[config.mk]
export PLATFORM = sky130hd
export DESIGN_NAME = burst_colgen
export DESIGN_NICKNAME = d
export VERILOG_FILES = /design/src/rtl/colgen_pkg.sv /design/src/rtl/colgen_decode.sv /design/src/rtl/colgen_addr.sv /design/src/rtl/colgen_ctrl.sv /design/src/rtl/burst_colgen.sv
export SDC_FILE = /design/constraint.sdc
export NUM_CORES = 1
export LEC_CHECK = 0
export BUFFER_PORTS_ARGS = -buffer_cell sky130_fd_sc_hd__buf_4
export CORE_ASPECT_RATIO = 0.7
export CORE_UTILIZATION = 45
export CTS_BUF_LIST = sky130_fd_sc_hd__clkbuf_8
export DETAILED_ROUTE_END_ITERATION = 7
export PLACE_DENSITY = 0.66
export RECOVER_POWER = 50
export SYNTH_ARGS = -nofsm -noshare
export SYNTH_HDL_FRONTEND = slang
export SYNTH_SLANG_ARGS = --single-unit
[constraint.sdc]
create_clock -name clk -period 4.95 [get_ports clk]
set_clock_uncertainty 0.2 [all_clocks]
set_input_delay 0.7425 -clock clk [delete_from_list [all_inputs] [get_ports clk]]
set_output_delay 0.7425 -clock clk [all_outputs]
set_load 0.005 [all_outputs]
[src/rtl/colgen_pkg.sv]
package colgen_pkg;
  typedef enum logic [2:0] {
    BLC_1    = 3'b000,
    BLC_2    = 3'b001,
    BLC_4    = 3'b010,
    BLC_8    = 3'b011,
    BLC_PAGE = 3'b111
  } bl_code_e;

  typedef enum logic {
    ORD_SEQ   = 1'b0,
    ORD_INTLV = 1'b1
  } order_e;
endpackage

[src/rtl/colgen_decode.sv]
module colgen_decode
  import colgen_pkg::*;
#(
  parameter int COL_W = 10
) (
  input  logic [2:0]       code,
  input  logic             order,
  output logic             legal,
  output logic             full,
  output logic [COL_W-1:0] mask
);
  always_comb begin
    legal = 1'b1;
    full  = 1'b0;
    mask  = '0;
    case (code)
      BLC_1:    mask = '0;
      BLC_2:    mask = COL_W'(1);
      BLC_4:    mask = COL_W'(3);
      BLC_8:    mask = COL_W'(7);
      BLC_PAGE: begin
        mask = '1;
        full = 1'b1;
      end
      default:  legal = 1'b0;
    endcase
    if (full && order == ORD_INTLV) legal = 1'b0;
  end
endmodule

[src/rtl/colgen_addr.sv]
module colgen_addr
  import colgen_pkg::*;
#(
  parameter int COL_W = 10
) (
  input  logic [COL_W-1:0] start,
  input  logic [COL_W-1:0] mask,
  input  logic [COL_W-1:0] cnt,
  input  logic             order,
  output logic [COL_W-1:0] col
);
  logic [COL_W-1:0] lo;
  logic [COL_W-1:0] off;

  always_comb begin
    lo  = start & mask;
    off = (order == ORD_INTLV) ? (lo ^ cnt) : (lo + cnt);
    col = (start & ~mask) | (off & mask);
  end
endmodule

[src/rtl/colgen_ctrl.sv]
module colgen_ctrl #(
  parameter int COL_W = 10
) (
  input  logic             clk,
  input  logic             rst_n,
  input  logic             cmd_valid,
  input  logic             legal,
  input  logic             full_in,
  input  logic [COL_W-1:0] mask_in,
  input  logic [COL_W-1:0] start_in,
  input  logic             order_in,
  input  logic             beat_ready,
  input  logic             term,
  output logic             busy,
  output logic [COL_W-1:0] cnt,
  output logic [COL_W-1:0] start_q,
  output logic [COL_W-1:0] mask_q,
  output logic             full_q,
  output logic             order_q,
  output logic             last,
  output logic             err
);
  assign last = busy && (full_q ? term : (cnt == mask_q));

  always_ff @(posedge clk) begin
    if (!rst_n) begin
      busy    <= 1'b0;
      cnt     <= '0;
      start_q <= '0;
      mask_q  <= '0;
      full_q  <= 1'b0;
      order_q <= 1'b0;
      err     <= 1'b0;
    end else begin
      err <= 1'b0;
      if (!busy) begin
        if (cmd_valid) begin
          if (legal) begin
            busy    <= 1'b1;
            cnt     <= '0;
            start_q <= start_in;
            mask_q  <= mask_in;
            full_q  <= full_in;
            order_q <= order_in;
          end else begin
            err <= 1'b1;
          end
        end
      end else if (beat_ready) begin
        if (last) busy <= 1'b0;
        else      cnt  <= cnt + 1'b1;
      end
    end
  end


  bad_req_chk: assert property (@(posedge clk) disable iff (!rst_n)
    (cmd_valid && !busy && !legal) |=> (err && !busy));


  take_req_chk: assert property (@(posedge clk) disable iff (!rst_n)
    (cmd_valid && !busy && legal) |=> (busy && cnt == '0));
endmodule

[src/rtl/burst_colgen.sv]
module burst_colgen
  import colgen_pkg::*;
#(
  parameter int COL_W = 10
) (
  input  logic             clk,
  input  logic             rst_n,
  input  logic             cmd_valid,
  output logic             cmd_ready,
  input  logic [COL_W-1:0] cmd_start,
  input  logic [2:0]       cmd_bl,
  input  logic             cmd_order,
  output logic             beat_valid,
  input  logic             beat_ready,
  output logic [COL_W-1:0] beat_col,
  output logic             beat_last,
  input  logic             term,
  output logic             err
);
  logic             dec_legal, dec_full;
  logic [COL_W-1:0] dec_mask;
  logic             busy, full_q, order_q;
  logic [COL_W-1:0] cnt, start_q, mask_q;

  colgen_decode #(.COL_W(COL_W)) u_dec (
    .code(cmd_bl), .order(cmd_order),
    .legal(dec_legal), .full(dec_full), .mask(dec_mask)
  );

  colgen_ctrl #(.COL_W(COL_W)) u_ctrl (
    .clk(clk), .rst_n(rst_n), .cmd_valid(cmd_valid),
    .legal(dec_legal), .full_in(dec_full), .mask_in(dec_mask),
    .start_in(cmd_start), .order_in(cmd_order),
    .beat_ready(beat_ready), .term(term),
    .busy(busy), .cnt(cnt), .start_q(start_q), .mask_q(mask_q),
    .full_q(full_q), .order_q(order_q), .last(beat_last), .err(err)
  );

  colgen_addr #(.COL_W(COL_W)) u_addr (
    .start(start_q), .mask(mask_q), .cnt(cnt), .order(order_q),
    .col(beat_col)
  );

  assign beat_valid = busy;
  assign cmd_ready  = !busy;


  block_fixed_chk: assert property (@(posedge clk) disable iff (!rst_n)
    (beat_valid && !full_q) |-> (((beat_col ^ start_q) & ~mask_q) == '0));


  stall_hold_chk: assert property (@(posedge clk) disable iff (!rst_n)
    (beat_valid && !beat_ready) |=> (beat_valid && $stable(beat_col)));


  seq_step_chk: assert property (@(posedge clk) disable iff (!rst_n)
    (beat_valid && beat_ready && !beat_last && order_q == ORD_SEQ)
      |=> ((beat_col & mask_q) == (($past(beat_col) + 1'b1) & mask_q)));


  burst_end_chk: assert property (@(posedge clk) disable iff (!rst_n)
    (beat_valid && beat_ready && beat_last) |=> !beat_valid);
endmodule

# Yosys cells after proc, flatten, opt, wreduce, memory -nomap -nowiden

Cells that the tools add are included.

Multiplexer cells: 17
Add/sub/neg operators: 2
Equality and inequality tests: 7
Reductions and logical operators: 10
Bitwise gates (word level): 9

Operators with widths:

| operator                                             | count |
|---|---|
| 2-to-1 mux 10 bit                                    | 6 |
| one-hot mux 10 bit (4 select lines)                  | 1 |
| AND 10 bit                                           | 3 |
| adder 10 x 1 -> 10 bit (second input constant)       | 1 |
| adder 10 bit                                         | 1 |
| equality test 10 bit                                 | 1 |
| 2-to-1 mux 1 bit                                     | 10 |
| inverter 10 bit                                      | 1 |
| bitwise OR 10 bit                                    | 1 |
| bitwise XOR 10 bit                                   | 1 |
| equality test 3 x 2 -> 1 bit (second input constant) | 2 |
| OR reduction 5 bit                                   | 1 |
| inequality test 2 bit (second input constant)        | 2 |
| AND reduction 4 bit                                  | 1 |
| nonzero test 2 bit                                   | 2 |
| equality test 3 x 1 -> 1 bit (second input constant) | 1 |
| equality test 3 bit (second input constant)          | 1 |
| logical NOT 3 bit                                    | 1 |
| inverter 1 bit                                       | 3 |
| AND reduction 3 bit                                  | 1 |
| OR reduction 3 bit                                   | 1 |
| logical AND 1 bit                                    | 2 |
| logical NOT 1 bit                                    | 1 |

Register bits after elaboration: 34
Output and inout bits: 14

# Longest topological paths before layout

Word-level depth: 7
Mapped depth: 8
Depth with buffers taken out: 8

# By module

A second synthesis with hierarchy kept.

Cell total of the unflattened synthesis: 283
Area, all modules: 2232.1 sq um

Modules (own cells, without submodules):

| module        | area each (sq um) | seq. area each (sq um) | instances | cells an instance |
|---|---|---|---|---|
| colgen_ctrl   | 1507.7            | 680.7                  | 1         | 180 |
| colgen_addr   | 619.3             | 0.0                    | 1         | 87 |
| colgen_decode | 101.3             | 0.0                    | 1         | 15 |
| burst_colgen  | 3.8               | 0.0                    | 1         | 1 |

# Worst setup path before layout

No wires, ideal clock.

Kind: register to output
Start point: register, netlist name u_ctrl.full_q
End point: output beat_col[8]
Data required time: 4008 ps
Cell stages (with the launch flop): 9
Slack: 1997 ps
Buffers on the path: 1
Data arrival time: 2010 ps
Cells stage by stage: dfxtp_1 clkbuf_1 and2_1 ha_1 and3_1 a221oi_1 a2111oi_2 xnor2_1 a21oi_1

RTL lines:

| item             | RTL line           | source |
|---|---|---|
| end: declaration | burst_colgen.sv:15 | `output logic [COL_W-1:0] beat_col,` |

==> impl_metrics.tcl <==
set metrics [dict create \
    status "complete, but fails checks" \
    violations "capacitance limit, slew limit" \
    place_area_um2 2168 \
    p_per_area_nw_per_um2 200.8 \
    worst_pin_slew_ns 1.805 \
    worstPathCellList "and2_1, ha_1, and3_1, a221oi_1, a2111oi_2, xnor2_1, a21oi_1, buf_4" \
    first_iter_violations 70 \
    synthTopCellsByArea "dfxtp_1, nand2_1, ha_1, a21boi_0, a21oi_1" \
    clkLatencyLatePin_ns 0.27 \
    irDropWorstVdd_mv 0.1316 \
    cts-hold-fix-buffers 0 \
    core_um2 3994 \
    avgSynthCellArea_um2 7.931 \
    r2r_start "u_ctrl.busy$_SDFF_PN0_" \
    portBuffers 32 \
    wl_per_cell_um 14.09 \
    antenna_found_initial 0 \
    track_usage_pct 21.81 \
    finalSetupViolCount 0 \
    ys_ff_latch 27 \
    synth_cell_types 48 \
    cp-start-kind "register" \
    pwr-share-seq_pct 53.1 \
    grt_pass1_vias 1573 \
    slew_viol_final 14 \
    seq_area_frac_synth_pct 28.16 \
    cp_slowest_cell "dfxtp_1" \
    p_clk_share_pct 29.0 \
    cts_tree "done" \
    highest_layer "met4" \
    syn_to_final_growth_pct 15.19 \
    synth-edff-count 0 \
    htreeDepth 1 \
    p_sw_share_pct 27.64 \
    viasPerCell 5.654 \
    start_util_pct 48.06 \
    nNetsFinal 297 \
    postRouteAntennaNets 0 \
    yosysWarnings 0 \
    setup_tns_ns 0 \
    dp_hpwl_um 3264 \
    grt_max_degree 31 \
    syn_nets 272 \
    dr_total_vias 1798 \
    die_w_um 80.06 \
    mappedNetlistArea_um2 1919 \
    p_switching_mw 0.1227 \
    startpoint "u_ctrl.full_q$_SDFFE_PN0P_" \
    fin_ws_ns 1.302 \
    cts_resized 0 \
    fin_cells 318 \
    clockBufferDepth 2 \
    die_area_um2 4535 \
    whs_ns 0.2884 \
    wl_met1_um 2409 \
    period_needed_ns 3.648 \
    cpPeakStageDelay_ns 0.74 \
    cts_sinks 27 \
    overflow 0 \
    pre_cts_slack_ns 1.580 \
    syn_inst 242 \
    gp_congestion 0.9690 \
    placed_cells 314 \
    rsz0062_at_grt "false" \
    yosysTopAreaCellShare_pct 28.16 \
    worstHoldPathType "register to register" \
    num_rows 19 \
    p_int_mw 0.3212 \
    async_flop_share_pct 0 \
    synth_ff_type "dfxtp_1" \
    finalCritPeriodShare_pct 73.70 \
    fillers 393 \
    slew_headroom_pct -21.46 \
    numCtsBuffers 3 \
    max_freq_mhz 274.1 \
    cts_setup_buffers 0 \
    cp_max_fo 23 \
    wl_met3_um 273 \
    cap_violations 1 \
    min-delay-start "u_ctrl.start_q[3]$_SDFFE_PN0P_" \
    cp-end-kind "primary output" \
    clk_pin_slew_ns 0.10 \
    cts_root_buf "clkbuf_8" \
    grt_pass1_wl_um 7707 \
    yosys.area.top_type "dfxtp_1" \
    crit_arrival_ns 2.71 \
    diodes 0 \
    comb_power_share_pct 17.9 \
    power.total_mw 0.4440 \
    remaining_drc_errors 0 \
    die_h_um 56.64 \
    wl_met2_um 1783 \
    post_route_cells_drive_above_1_share_pct 16.92 \
    p_leak_nw 0.8702 \
    crit_type "register to primary output" \
    hold_viol_final 0 \
    critPathRequiredTime_ns 4.01 \
    design_area_um2 2211 \
    dr.pass1.iters 4 \
    finalWirelength_um 4481 \
    ios 33 \
    final_util_pct 55.36 \
]
==> synth_stat cells, drive strengths merged (2+ instances only) <==
master	n
nand2b	7
dfxtp	27
or3b	2
o31ai	3
nand4	5
o21ai	7
ha	10
or3	2
xnor2	9
o41ai	3
o22ai	2
a211oi	3
nor4	4
and3	5
and2	10
o311ai	3
nand3b	4
or4	4
nor2	18
a21oi	16
a31oi	2
nor3	3
a21boi	18
a21o	3
inv	4
mux2i	2
nand2	35
clkbuf	8
buf	4
nand3	8
==> layout make-up <==
cell class	instances	area, µm²	area share, %
timing repair buffer	32	240.2	10.87
clock buffer	3	41.29	1.868
clock inverter	1	7.507	0.3396
sequential	27	540.5	24.45
multi-input combinational	199	1301	58.86
inverter	4	15.01	0.6791
tap	52	65.06	2.943
==> cell families after synthesis <==
group,share of synthesized area [%]
AOI/OAI and AO/OA,24.32
xor gates and xnor gates,4.107
adders and majority gates,7.562
buffers and inverters,3.715
DFF,28.16
muxes,1.630
and+or+nand+nor,30.51
==> power by group through the flow <==
| stage | Sequential (mW) | Clock (mW) | Combinational, mW |
|---|---|---|---|
| after CTS | 0.236 | 0.132 | 0.0805 |
| after detailed placement | 0.241 | 0 | 0.0801 |
| after global routing | 0.238 | 0.144 | 0.0878 |
| after global placement | 0.241 | 0 | 0.0797 |
| after floorplan | 0.235 | 0 | 0.0513 |
| final | 0.236 | 0.129 | 0.0793 |
==> path summary, 6_finish.rpt <==
| check | end | slack (ns) | depth (start not counted) |
|---|---|---|---|
| min reg2reg | u_ctrl.start_q[3]$_SDFFE_PN0P_ | 0.29 | 2 |
| max | beat_col[8] | 1.30 | 8 |
| max reg2reg | u_ctrl.cnt[0]$_SDFFE_PN0P_ | 1.98 | 4 |
| min | u_ctrl.start_q[3]$_SDFFE_PN0P_ | 0.29 | 2 |
==> worst max-delay path, delay by kind of cell, from the launching register on <==
family | cells | cell delay (ns)
adder cells (fa/ha/maj) | 1 | 0.29
buffers and inverters | 1 | 0.12
AND/OR/NAND/NOR | 2 | 0.43
XOR/XNOR | 1 | 0.15
AO/OA/AOI/OAI | 3 | 0.69
flip-flops | 1 | 0.74
==> per-layer routing <==
metal | vias to the layer above | global-route usage [%]
met5 | - | 0
met4 | 0 | 3.061
met3 | 2 | 4.878
met2 | 53 | 29.06
met1 | 811 | 35.32
li1 | 932 | -
==> registers in the layout (all words and copies together) (netlist names) <==
| signal | cells |
|---|---|
| u_ctrl.cnt | 10 |
| u_ctrl.mask_q | 3 |
| u_ctrl.start_q | 10 |
| u_ctrl.busy | 1 |
| u_ctrl.err | 1 |
| u_ctrl.full_q | 1 |
| u_ctrl.order_q | 1 |
==> cell usage in the layout (no fill, tap or decap), types with 4 or more instances in the layout <==
cell	instances
nand2_1	35
buf_4	27
dfxtp_1	27
nor2_1	18
a21oi_1	16
a21boi_0	15
and2_1	10
ha_1	10
xnor2_1	9
nand3_1	8
o21ai_0	7
nand2b_1	6
and3_1	5
nand4_1	5
clkbuf_4	5
inv_1	4
or4_1	4
No activity file was read; power rests on OpenSTA's default activity.
